### src/rtl/dbgc_pkg.sv
package dbgc_pkg;

    localparam int REG_W  = 7;
    localparam int B_EN   = 0;
    localparam int B_OOR  = 1;
    localparam int TM_LO  = 2;
    localparam int TM_HI  = 4;
    localparam int EC_LO  = 5;
    localparam int EC_HI  = 6;
    localparam int TM_W   = TM_HI - TM_LO + 1;
    localparam int EC_W   = EC_HI - EC_LO + 1;

    // packed so that en lands on bit 0 and ec on bits 6:5
    typedef struct packed {
        logic [EC_W-1:0] ec;
        logic [TM_W-1:0] tm;
        logic            oor;
        logic            en;
    } cfg_t;

    typedef enum logic {
        EVM_SYNC = 1'b0,
        EVM_BRK  = 1'b1
    } evt_mode_e;

    typedef enum logic [1:0] {
        HS_IN_RESET = 2'd0,
        HS_HALTED   = 2'd1,
        HS_RUNNING  = 2'd2
    } halt_state_e;

    typedef enum logic {
        LS_IDLE    = 1'b0,
        LS_PENDING = 1'b1
    } lane_state_e;

    // only 01 selects breakpoint; every other code falls back to sync
    function automatic evt_mode_e decode_ec(input logic [EC_W-1:0] ec);
        return (ec == 2'b01) ? EVM_BRK : EVM_SYNC;
    endfunction

endpackage

### src/rtl/dbgc_cfg_reg.sv
module dbgc_cfg_reg
    import dbgc_pkg::*;
(
    input  logic             clk,
    input  logic             rst_n,
    input  logic             sys_rst,
    input  logic             wr_en,
    input  logic [REG_W-1:0] wr_data,
    output cfg_t             cfg_o
);

    cfg_t cfg_q;

    always_ff @(posedge clk) begin
        if (!rst_n) begin
            cfg_q <= '0;
        end else if (wr_en) begin
            cfg_q.tm <= wr_data[TM_HI:TM_LO];
            cfg_q.ec <= wr_data[EC_HI:EC_LO];
            if (sys_rst) begin
                cfg_q.en  <= wr_data[B_EN];
                cfg_q.oor <= wr_data[B_OOR];
            end
        end
    end

    assign cfg_o = cfg_q;

    // protected bits hold when written outside system reset
    a_r2_protect_hold: assert property (@(posedge clk) disable iff (!rst_n)
        (wr_en && !sys_rst) |=> ($stable(cfg_q.en) && $stable(cfg_q.oor)));

    // writable field follows the write data
    a_r3_trace_write: assert property (@(posedge clk) disable iff (!rst_n)
        wr_en |=> (cfg_q.tm == $past(wr_data[TM_HI:TM_LO])));

endmodule

### src/rtl/dbgc_evt_sync.sv
module dbgc_evt_sync #(
    parameter int STAGES = 2
) (
    input  logic clk,
    input  logic rst_n,
    input  logic pin_i,
    output logic level_o,
    output logic rise_o
);

    logic [STAGES-1:0] chain_q;
    logic              last_q;

    always_ff @(posedge clk) begin
        if (!rst_n) begin
            chain_q <= '0;
            last_q  <= 1'b0;
        end else begin
            chain_q <= {chain_q[STAGES-2:0], pin_i};
            last_q  <= chain_q[STAGES-1];
        end
    end

    assign level_o = chain_q[STAGES-1];
    assign rise_o  = chain_q[STAGES-1] & ~last_q;

    // an edge pulse lasts one cycle only
    a_r8_rise_single: assert property (@(posedge clk) disable iff (!rst_n)
        rise_o |=> !rise_o);

endmodule

### src/rtl/dbgc_halt_fsm.sv
module dbgc_halt_fsm
    import dbgc_pkg::*;
(
    input  logic clk,
    input  logic rst_n,
    input  logic sys_rst,
    input  logic dbg_en,
    input  logic oor,
    output logic halt_req
);

    halt_state_e state_q, state_nx;

    always_ff @(posedge clk) begin
        if (!rst_n) state_q <= HS_IN_RESET;
        else        state_q <= state_nx;
    end

    always_comb begin
        state_nx = state_q;
        if (sys_rst) begin
            state_nx = HS_IN_RESET;
        end else begin
            unique case (state_q)
                HS_IN_RESET: state_nx = (dbg_en && oor) ? HS_HALTED : HS_RUNNING;
                HS_HALTED:   state_nx = HS_HALTED;
                HS_RUNNING:  state_nx = HS_RUNNING;
                default:     state_nx = HS_IN_RESET;
            endcase
        end
    end

    always_comb begin
        halt_req = (state_q == HS_HALTED);
    end

    // release with both bits set leads to a halt request
    a_r5_halt_on_release: assert property (@(posedge clk) disable iff (!rst_n)
        (state_q == HS_IN_RESET && !sys_rst && dbg_en && oor) |=> halt_req);

    // system reset removes the request one edge later
    a_r5_halt_drops: assert property (@(posedge clk) disable iff (!rst_n)
        sys_rst |=> !halt_req);

    // no halt without both configuration bits
    a_r6_halt_needs_bits: assert property (@(posedge clk) disable iff (!rst_n)
        halt_req |-> (dbg_en && oor));

endmodule

### src/rtl/dbgc_sync_lanes.sv
module dbgc_sync_lanes
    import dbgc_pkg::*;
#(
    parameter int LANES = 2
) (
    input  logic             clk,
    input  logic             rst_n,
    input  logic [LANES-1:0] set_i,
    input  logic [LANES-1:0] ack_i,
    output logic [LANES-1:0] pend_o
);

    for (genvar g = 0; g < LANES; g++) begin : g_lane
        lane_state_e st_q, st_nx;

        always_ff @(posedge clk) begin
            if (!rst_n) st_q <= LS_IDLE;
            else        st_q <= st_nx;
        end

        always_comb begin
            st_nx = st_q;
            unique case (st_q)
                LS_IDLE:    if (set_i[g]) st_nx = LS_PENDING;
                LS_PENDING: if (ack_i[g] && !set_i[g]) st_nx = LS_IDLE;
                default:    st_nx = LS_IDLE;
            endcase
        end

        always_comb begin
            pend_o[g] = (st_q == LS_PENDING);
        end

        // a flag only rises when a qualified edge was seen
        a_r8_no_spurious_set: assert property (@(posedge clk) disable iff (!rst_n)
            (!pend_o[g] && !set_i[g]) |=> !pend_o[g]);

        // acknowledge without a new edge clears the flag
        a_r9_ack_clears: assert property (@(posedge clk) disable iff (!rst_n)
            (pend_o[g] && ack_i[g] && !set_i[g]) |=> !pend_o[g]);

        // a new edge always leaves the flag set
        a_r9_set_wins: assert property (@(posedge clk) disable iff (!rst_n)
            set_i[g] |=> pend_o[g]);
    end

endmodule

### src/rtl/dbgc_ctrl.sv
module dbgc_ctrl
    import dbgc_pkg::*;
#(
    parameter int SYNC_STAGES = 2
) (
    input  logic             clk,
    input  logic             rst_n,
    input  logic             sys_rst,
    input  logic             cfg_wr,
    input  logic [REG_W-1:0] cfg_wdata,
    output logic [REG_W-1:0] cfg_rdata,
    input  logic             evt_pin,
    input  logic             prog_sync_ack,
    input  logic             data_sync_ack,
    output logic             dbg_enable,
    output logic             halt_req,
    output logic             trace_branch_en,
    output logic             trace_data_en,
    output logic             trace_own_en,
    output logic             prog_sync_pend,
    output logic             data_sync_pend,
    output logic             brk_req
);

    localparam int LANE_PROG = 0;
    localparam int LANE_DATA = 1;
    localparam int N_LANES   = 2;

    cfg_t              cfg;
    evt_mode_e         evt_mode;
    logic              evt_level;
    logic              evt_rise;
    logic [N_LANES-1:0] lane_set;
    logic [N_LANES-1:0] lane_ack;
    logic [N_LANES-1:0] lane_pend;

    dbgc_cfg_reg u_cfg (
        .clk     (clk),
        .rst_n   (rst_n),
        .sys_rst (sys_rst),
        .wr_en   (cfg_wr),
        .wr_data (cfg_wdata),
        .cfg_o   (cfg)
    );

    dbgc_halt_fsm u_halt (
        .clk      (clk),
        .rst_n    (rst_n),
        .sys_rst  (sys_rst),
        .dbg_en   (cfg.en),
        .oor      (cfg.oor),
        .halt_req (halt_req)
    );

    dbgc_evt_sync #(.STAGES(SYNC_STAGES)) u_evt (
        .clk     (clk),
        .rst_n   (rst_n),
        .pin_i   (evt_pin),
        .level_o (evt_level),
        .rise_o  (evt_rise)
    );

    assign evt_mode = decode_ec(cfg.ec);

    always_comb begin
        lane_set[LANE_PROG] = (evt_mode == EVM_SYNC) && evt_rise && cfg.tm[2];
        lane_set[LANE_DATA] = (evt_mode == EVM_SYNC) && evt_rise && cfg.tm[1];
        lane_ack[LANE_PROG] = prog_sync_ack;
        lane_ack[LANE_DATA] = data_sync_ack;
    end

    dbgc_sync_lanes #(.LANES(N_LANES)) u_lanes (
        .clk    (clk),
        .rst_n  (rst_n),
        .set_i  (lane_set),
        .ack_i  (lane_ack),
        .pend_o (lane_pend)
    );

    assign cfg_rdata       = cfg;
    assign dbg_enable      = cfg.en;
    assign trace_branch_en = cfg.tm[2];
    assign trace_data_en   = cfg.tm[1];
    assign trace_own_en    = cfg.tm[0];
    assign prog_sync_pend  = lane_pend[LANE_PROG];
    assign data_sync_pend  = lane_pend[LANE_DATA];
    assign brk_req         = (evt_mode == EVM_BRK) && evt_level;

    // breakpoint only in breakpoint mode
    a_r7_brk_mode_only: assert property (@(posedge clk) disable iff (!rst_n)
        brk_req |-> (cfg_rdata[EC_HI:EC_LO] == 2'b01));

    // reserved codes never raise a breakpoint
    a_r10_reserved_no_brk: assert property (@(posedge clk) disable iff (!rst_n)
        cfg_rdata[EC_HI] |-> !brk_req);

    // program flag rises only with branch trace enabled
    a_r8_prog_needs_trace: assert property (@(posedge clk) disable iff (!rst_n)
        $rose(prog_sync_pend) |-> $past(trace_branch_en));

    // data flag rises only with data trace enabled
    a_r8_data_needs_trace: assert property (@(posedge clk) disable iff (!rst_n)
        $rose(data_sync_pend) |-> $past(trace_data_en));

endmodule

### config.mk
export PLATFORM = sky130hd
export DESIGN_NAME = dbgc_ctrl
export DESIGN_NICKNAME = d
export VERILOG_FILES = /design/src/rtl/dbgc_pkg.sv /design/src/rtl/dbgc_cfg_reg.sv /design/src/rtl/dbgc_evt_sync.sv /design/src/rtl/dbgc_halt_fsm.sv /design/src/rtl/dbgc_sync_lanes.sv /design/src/rtl/dbgc_ctrl.sv
export SDC_FILE = /design/constraint.sdc
export NUM_CORES = 1
export LEC_CHECK = 0
export BUFFER_PORTS_ARGS = -buffer_cell sky130_fd_sc_hd__clkbuf_2
export CORE_MARGIN = 2
export CORE_UTILIZATION = 45
export DETAILED_ROUTE_END_ITERATION = 10
export GPL_TIMING_DRIVEN = 0
export MAX_ROUTING_LAYER = met4
export PLACE_DENSITY = 0.79
export SYNTH_ARGS = -nofsm -noshare
export SYNTH_HDL_FRONTEND = slang
export SYNTH_SLANG_ARGS = --single-unit
### constraint.sdc
create_clock -name clk -period 1.1 [get_ports clk]
set_input_delay 0.11 -clock clk [delete_from_list [all_inputs] [get_ports clk]]
set_output_delay 0.11 -clock clk [all_outputs]
set_load 0.01 [all_outputs]
Word level (Yosys, flattened, before mapping)
Index checks and enable logic that the tools add are counted.

cells by class
  equality and inequality tests = 3
  mux-type cells = 9
  bitwise gates (word level) = 6
  reduce and logical (&&, ||, !) cells = 12

operators by type and width
  cell                  count
  $logic_and A1 B1 Y1   7
  $pmux W2 S3           1
  $mux W1               5
  $not A1 Y1            5
  $eq A2 B1 Y1 const B  2
  $pmux W1 S2           2
  $eq A2 B2 Y1 const B  1
  $logic_not A1 Y1      2
  $logic_not A2 Y1      1
  $mux W2               1
  $reduce_and A2 Y1     1
  $reduce_or A2 Y1      1
  $and A1 B1 Y1         1

storage, ports and cells
  bits in registers = 14
  input bits = 14
  output and inout port bits = 15

Depth between registers and ports, before layout
  depth after elaboration = 9
  mapped depth = 3

By module
From an unflattened synthesis, not the netlist that was laid out.

second synthesis, totals
  cells, all modules = 57
  area, all modules = 621.8 µm²

modules (own cells, without submodules)
  module           instances  cells each  area an instance (µm²)  sequential area each (µm²)
  dbgc_cfg_reg     1          25          279.0                   140.1
  dbgc_sync_lanes  1          8           97.6                    40.0
  dbgc_evt_sync    1          7           92.6                    60.1
  dbgc_halt_fsm    1          8           88.8                    40.0
  dbgc_ctrl        1          9           63.8                    0.0

Worst setup path before layout
No wires, ideal clock.

  path kind = register to output
  from = register u_cfg.cfg_q (netlist bit u_cfg.cfg_o[5])
  to = output port brk_req
  arrival time = 0.817 ns
  data required time = 0.990 ns
  path slack = 0.173 ns
  cell stages (with the launch flop) = 3
  cell sequence = dfxtp_1 -> nor2b_1 -> and2_1

between the ends
  word-level cells in the longest chain between the ends = 3

RTL lines
  element              line                source
  from (decl)          dbgc_cfg_reg.sv:12  cfg_t cfg_q;
  $eq A2 B1 Y1         dbgc_pkg.sv:39      return (ec == 2'b01) ? EVM_BRK : EVM_SYNC;
  $mux W1              dbgc_pkg.sv:39
  $logic_and A1 B1 Y1  dbgc_ctrl.sv:87     assign brk_req = (evt_mode == EVM_BRK) && evt_level;
  to (decl)            dbgc_ctrl.sv:22     output logic brk_req

No other way between the ends.

Worst setup path in the final report
Same ends and word-level chain as after synthesis.

==> results.sh <==
export IMPL_clk_latency_ns=0.28
export IMPL_start_kind="flip-flop"
export IMPL_synthFlopType="dfxtp_1"
export IMPL_dr_total_vias=477
export IMPL_maxCapViolCount=0
export IMPL_min_path_type="in -> reg"
export IMPL_synth_top_family_by_area="simple AND/OR/NAND/NOR gates"
export IMPL_cts_path_max_buffers=2
export IMPL_synthAdderAreaFrac_pct=0
export IMPL_grt_max_degree=11
export IMPL_numCtsBuffers=3
export IMPL_worstSetupPathType="reg -> out"
export IMPL_hpwl_um=801
export IMPL_drt_wl_total_um=1070
export IMPL_synthDistinctLibCells=18
export IMPL_yosysWarnings=0
export IMPL_synth_compound_area_share_pct=12.8
export IMPL_placed_cell_area_sq_um=737
export IMPL_netlist_top_cells_area="dfxtp_1, mux2i_1, nor2b_1"
export IMPL_power_density_nw_per_um2=1310
export IMPL_first_pass_iters=1
export IMPL_drive_gt1_share_pct=54.5
export IMPL_fin_nets=103
export IMPL_post_route_drc_count=0
export IMPL_initial_utilization_pct=50.5
export IMPL_postLayoutCellArea_sq_um=801
export IMPL_drt_iter0_drc=0
export IMPL_maxSlewViolCount=0
export IMPL_port_buffers=27
export IMPL_synthMuxAreaShare_pct=8.57
export IMPL_stdcell_count=102
export IMPL_totalPowerFinal_mw=1.05
export IMPL_synth_edff_count=0
export IMPL_period_share_pct=100
export IMPL_status="completed"
export IMPL_ir_worst_vdd_mv=0.939
export IMPL_skew_ns=0.00187
export IMPL_areaGrowthSynthToFinish_pct=37.0
export IMPL_place_congestion=0.640
export IMPL_rrSetupSlack_ns=0.23
export IMPL_wire_per_inst_um=10.5
export IMPL_min_period_ns=1.10
export IMPL_die_h_um=40.0
export IMPL_synthesis_area_sq_um=584
export IMPL_grt_overflow=0
export IMPL_crit_required_ns=0.99
export IMPL_leakagePower_nw=0.409
export IMPL_clkTransAtPathRegs_ns=0.08
export IMPL_dieWidth_um=40.0
export IMPL_worst_pin_slew_ns=0.184
export IMPL_grt_pass1_wl_um=1590
export IMPL_antenna_found_initial=0
export IMPL_synth_simple_area_share_pct=20.1
export IMPL_max_freq_mhz=909
export IMPL_crit_path_max_fanout=2
export IMPL_synth_area_leader_cell="dfxtp_1"
export IMPL_slew_headroom_pct=87.7
export IMPL_synth_top_area_share_pct=48.0
export IMPL_grt_pass1_vias=353
export IMPL_syn_nets=69
export IMPL_ys_seq_area_share_pct=48.0
export IMPL_synth_common_cells="dfxtp_1, nor2b_1, buf_4, mux2i_1"
export IMPL_hold_viol_final=0
export IMPL_synth_avg_cell_area_sq_um=10.6
export IMPL_place_inst=96
export IMPL_rsz0062_at_grt="yes"
export IMPL_yosysMostFrequentCell="dfxtp_1"
export IMPL_routed_via_density=4.68
export IMPL_syn_inst=55
export IMPL_yosys_register_bits=14
export IMPL_dieArea_sq_um=1600
export IMPL_grt_use_total_pct=17.2
export IMPL_synth_xor_area_share_pct=0
export IMPL_clkSinkCount=14
export IMPL_cts_root_buf="clkbuf_4"
export IMPL_core_area_sq_um=1160
export IMPL_hold_worst_slack_ns=0.0324
export IMPL_htreeDepth=1
export IMPL_pin_count=29
export IMPL_finalSetupTns_ns=0
export IMPL_n_antenna_cell=0
export IMPL_rows=12
export IMPL_finalSetupViolCount=0
export IMPL_cp_arrival_ns=0.99
export IMPL_cts_tree="yes"
export IMPL_async_flop_share_pct=0
export IMPL_critPathCaptureType="output port"
export IMPL_ant_nets=0
## final cells by class
type | instances | area, sq um
timing repair buffer | 29 | 150
multi-input combinational | 32 | 250
tap | 14 | 17.5
inverter | 2 | 7.51
fill | 101 | 355
sequential | 14 | 285
clock buffer | 4 | 36.3
buffer | 7 | 53.8
## final timing paths
path / end / startpoint / cells past startpoint
max reg2reg: u_lanes.g_lane[1].st_q / u_cfg.cfg_o[5] / 3
min reg2reg: u_halt.state_q[1] / u_halt.state_q[0] / 1
min: u_evt.chain_q[0] / evt_pin / 2
max: brk_req / u_cfg.cfg_o[5] / 3
## power breakdown
group	internal (mW)	switching [mW]
logic	0.0797	0.0574
clock network	0.201	0.166
registers	0.529	0.0174
## layout by cell type (no fill, tap or decap), drive strengths merged
master  instances
inv             2
nand2b          3
nand3b          2
nor3            1
o31ai           2
buf            10
and3            2
a311oi          1
clkbuf         30
nand2           1
mux2i           5
and2            3
dfxtp          14
a21oi           1
nor2b           7
o21a            2
a21boi          2
## metal layers
layer  GRT usage (%)  vias to the layer above  routed length, um
met4            18.1                        0                 41
met3            6.67                        5                 85
met2            21.0                       20                497
li1                -                      247                  -
met1            20.0                      205                444
met5               -                        -                  0
## critical path, stage by stage (launching register included)
cell and delay [ns]:
dfxtp_2 0.34, nor2b_4 0.13, and2_1 0.12, buf_2 0.12
## logic make-up (layout without fill, tap and decap cells)
| logic type | after synthesis | after routing |
|---|---|---|
| AO/OA/AOI/OAI | 8 | 8 |
| multiplexers | 5 | 5 |
| buffers and inverters | 9 | 42 |
| AND/OR/NAND/NOR | 19 | 19 |
| flip-flops | 14 | 14 |
## metrics by stage
stage | utilization (%) | setup slack, ns
2_1_floorplan | - | 0.173
3_3_place_gp | 63.7 | 0.0960
3_5_place_dp | 63.7 | 0.0674
4_1_cts | 69.0 | 0.00199
5_1_grt | 69.3 | -0.0353
6_report | 69.3 | 0.000359
## state kept, by name, indices dropped and copies added (netlist names)
signal and cells:
u_cfg.cfg_o 7, u_evt.chain_q 2, u_halt.state_q 2, u_lanes.g_lane.st_q 2, u_evt.last_q 1
## timing repair
item | CTS | global route
endpoints found under the setup margin | 1 | 3
setup buffers | 2 | 0
hold buffers | 0 | 0
gates resized for setup | 4 | 3
pin swaps | 1 | 0
Note: power is estimated with default switching activity, not from simulation.
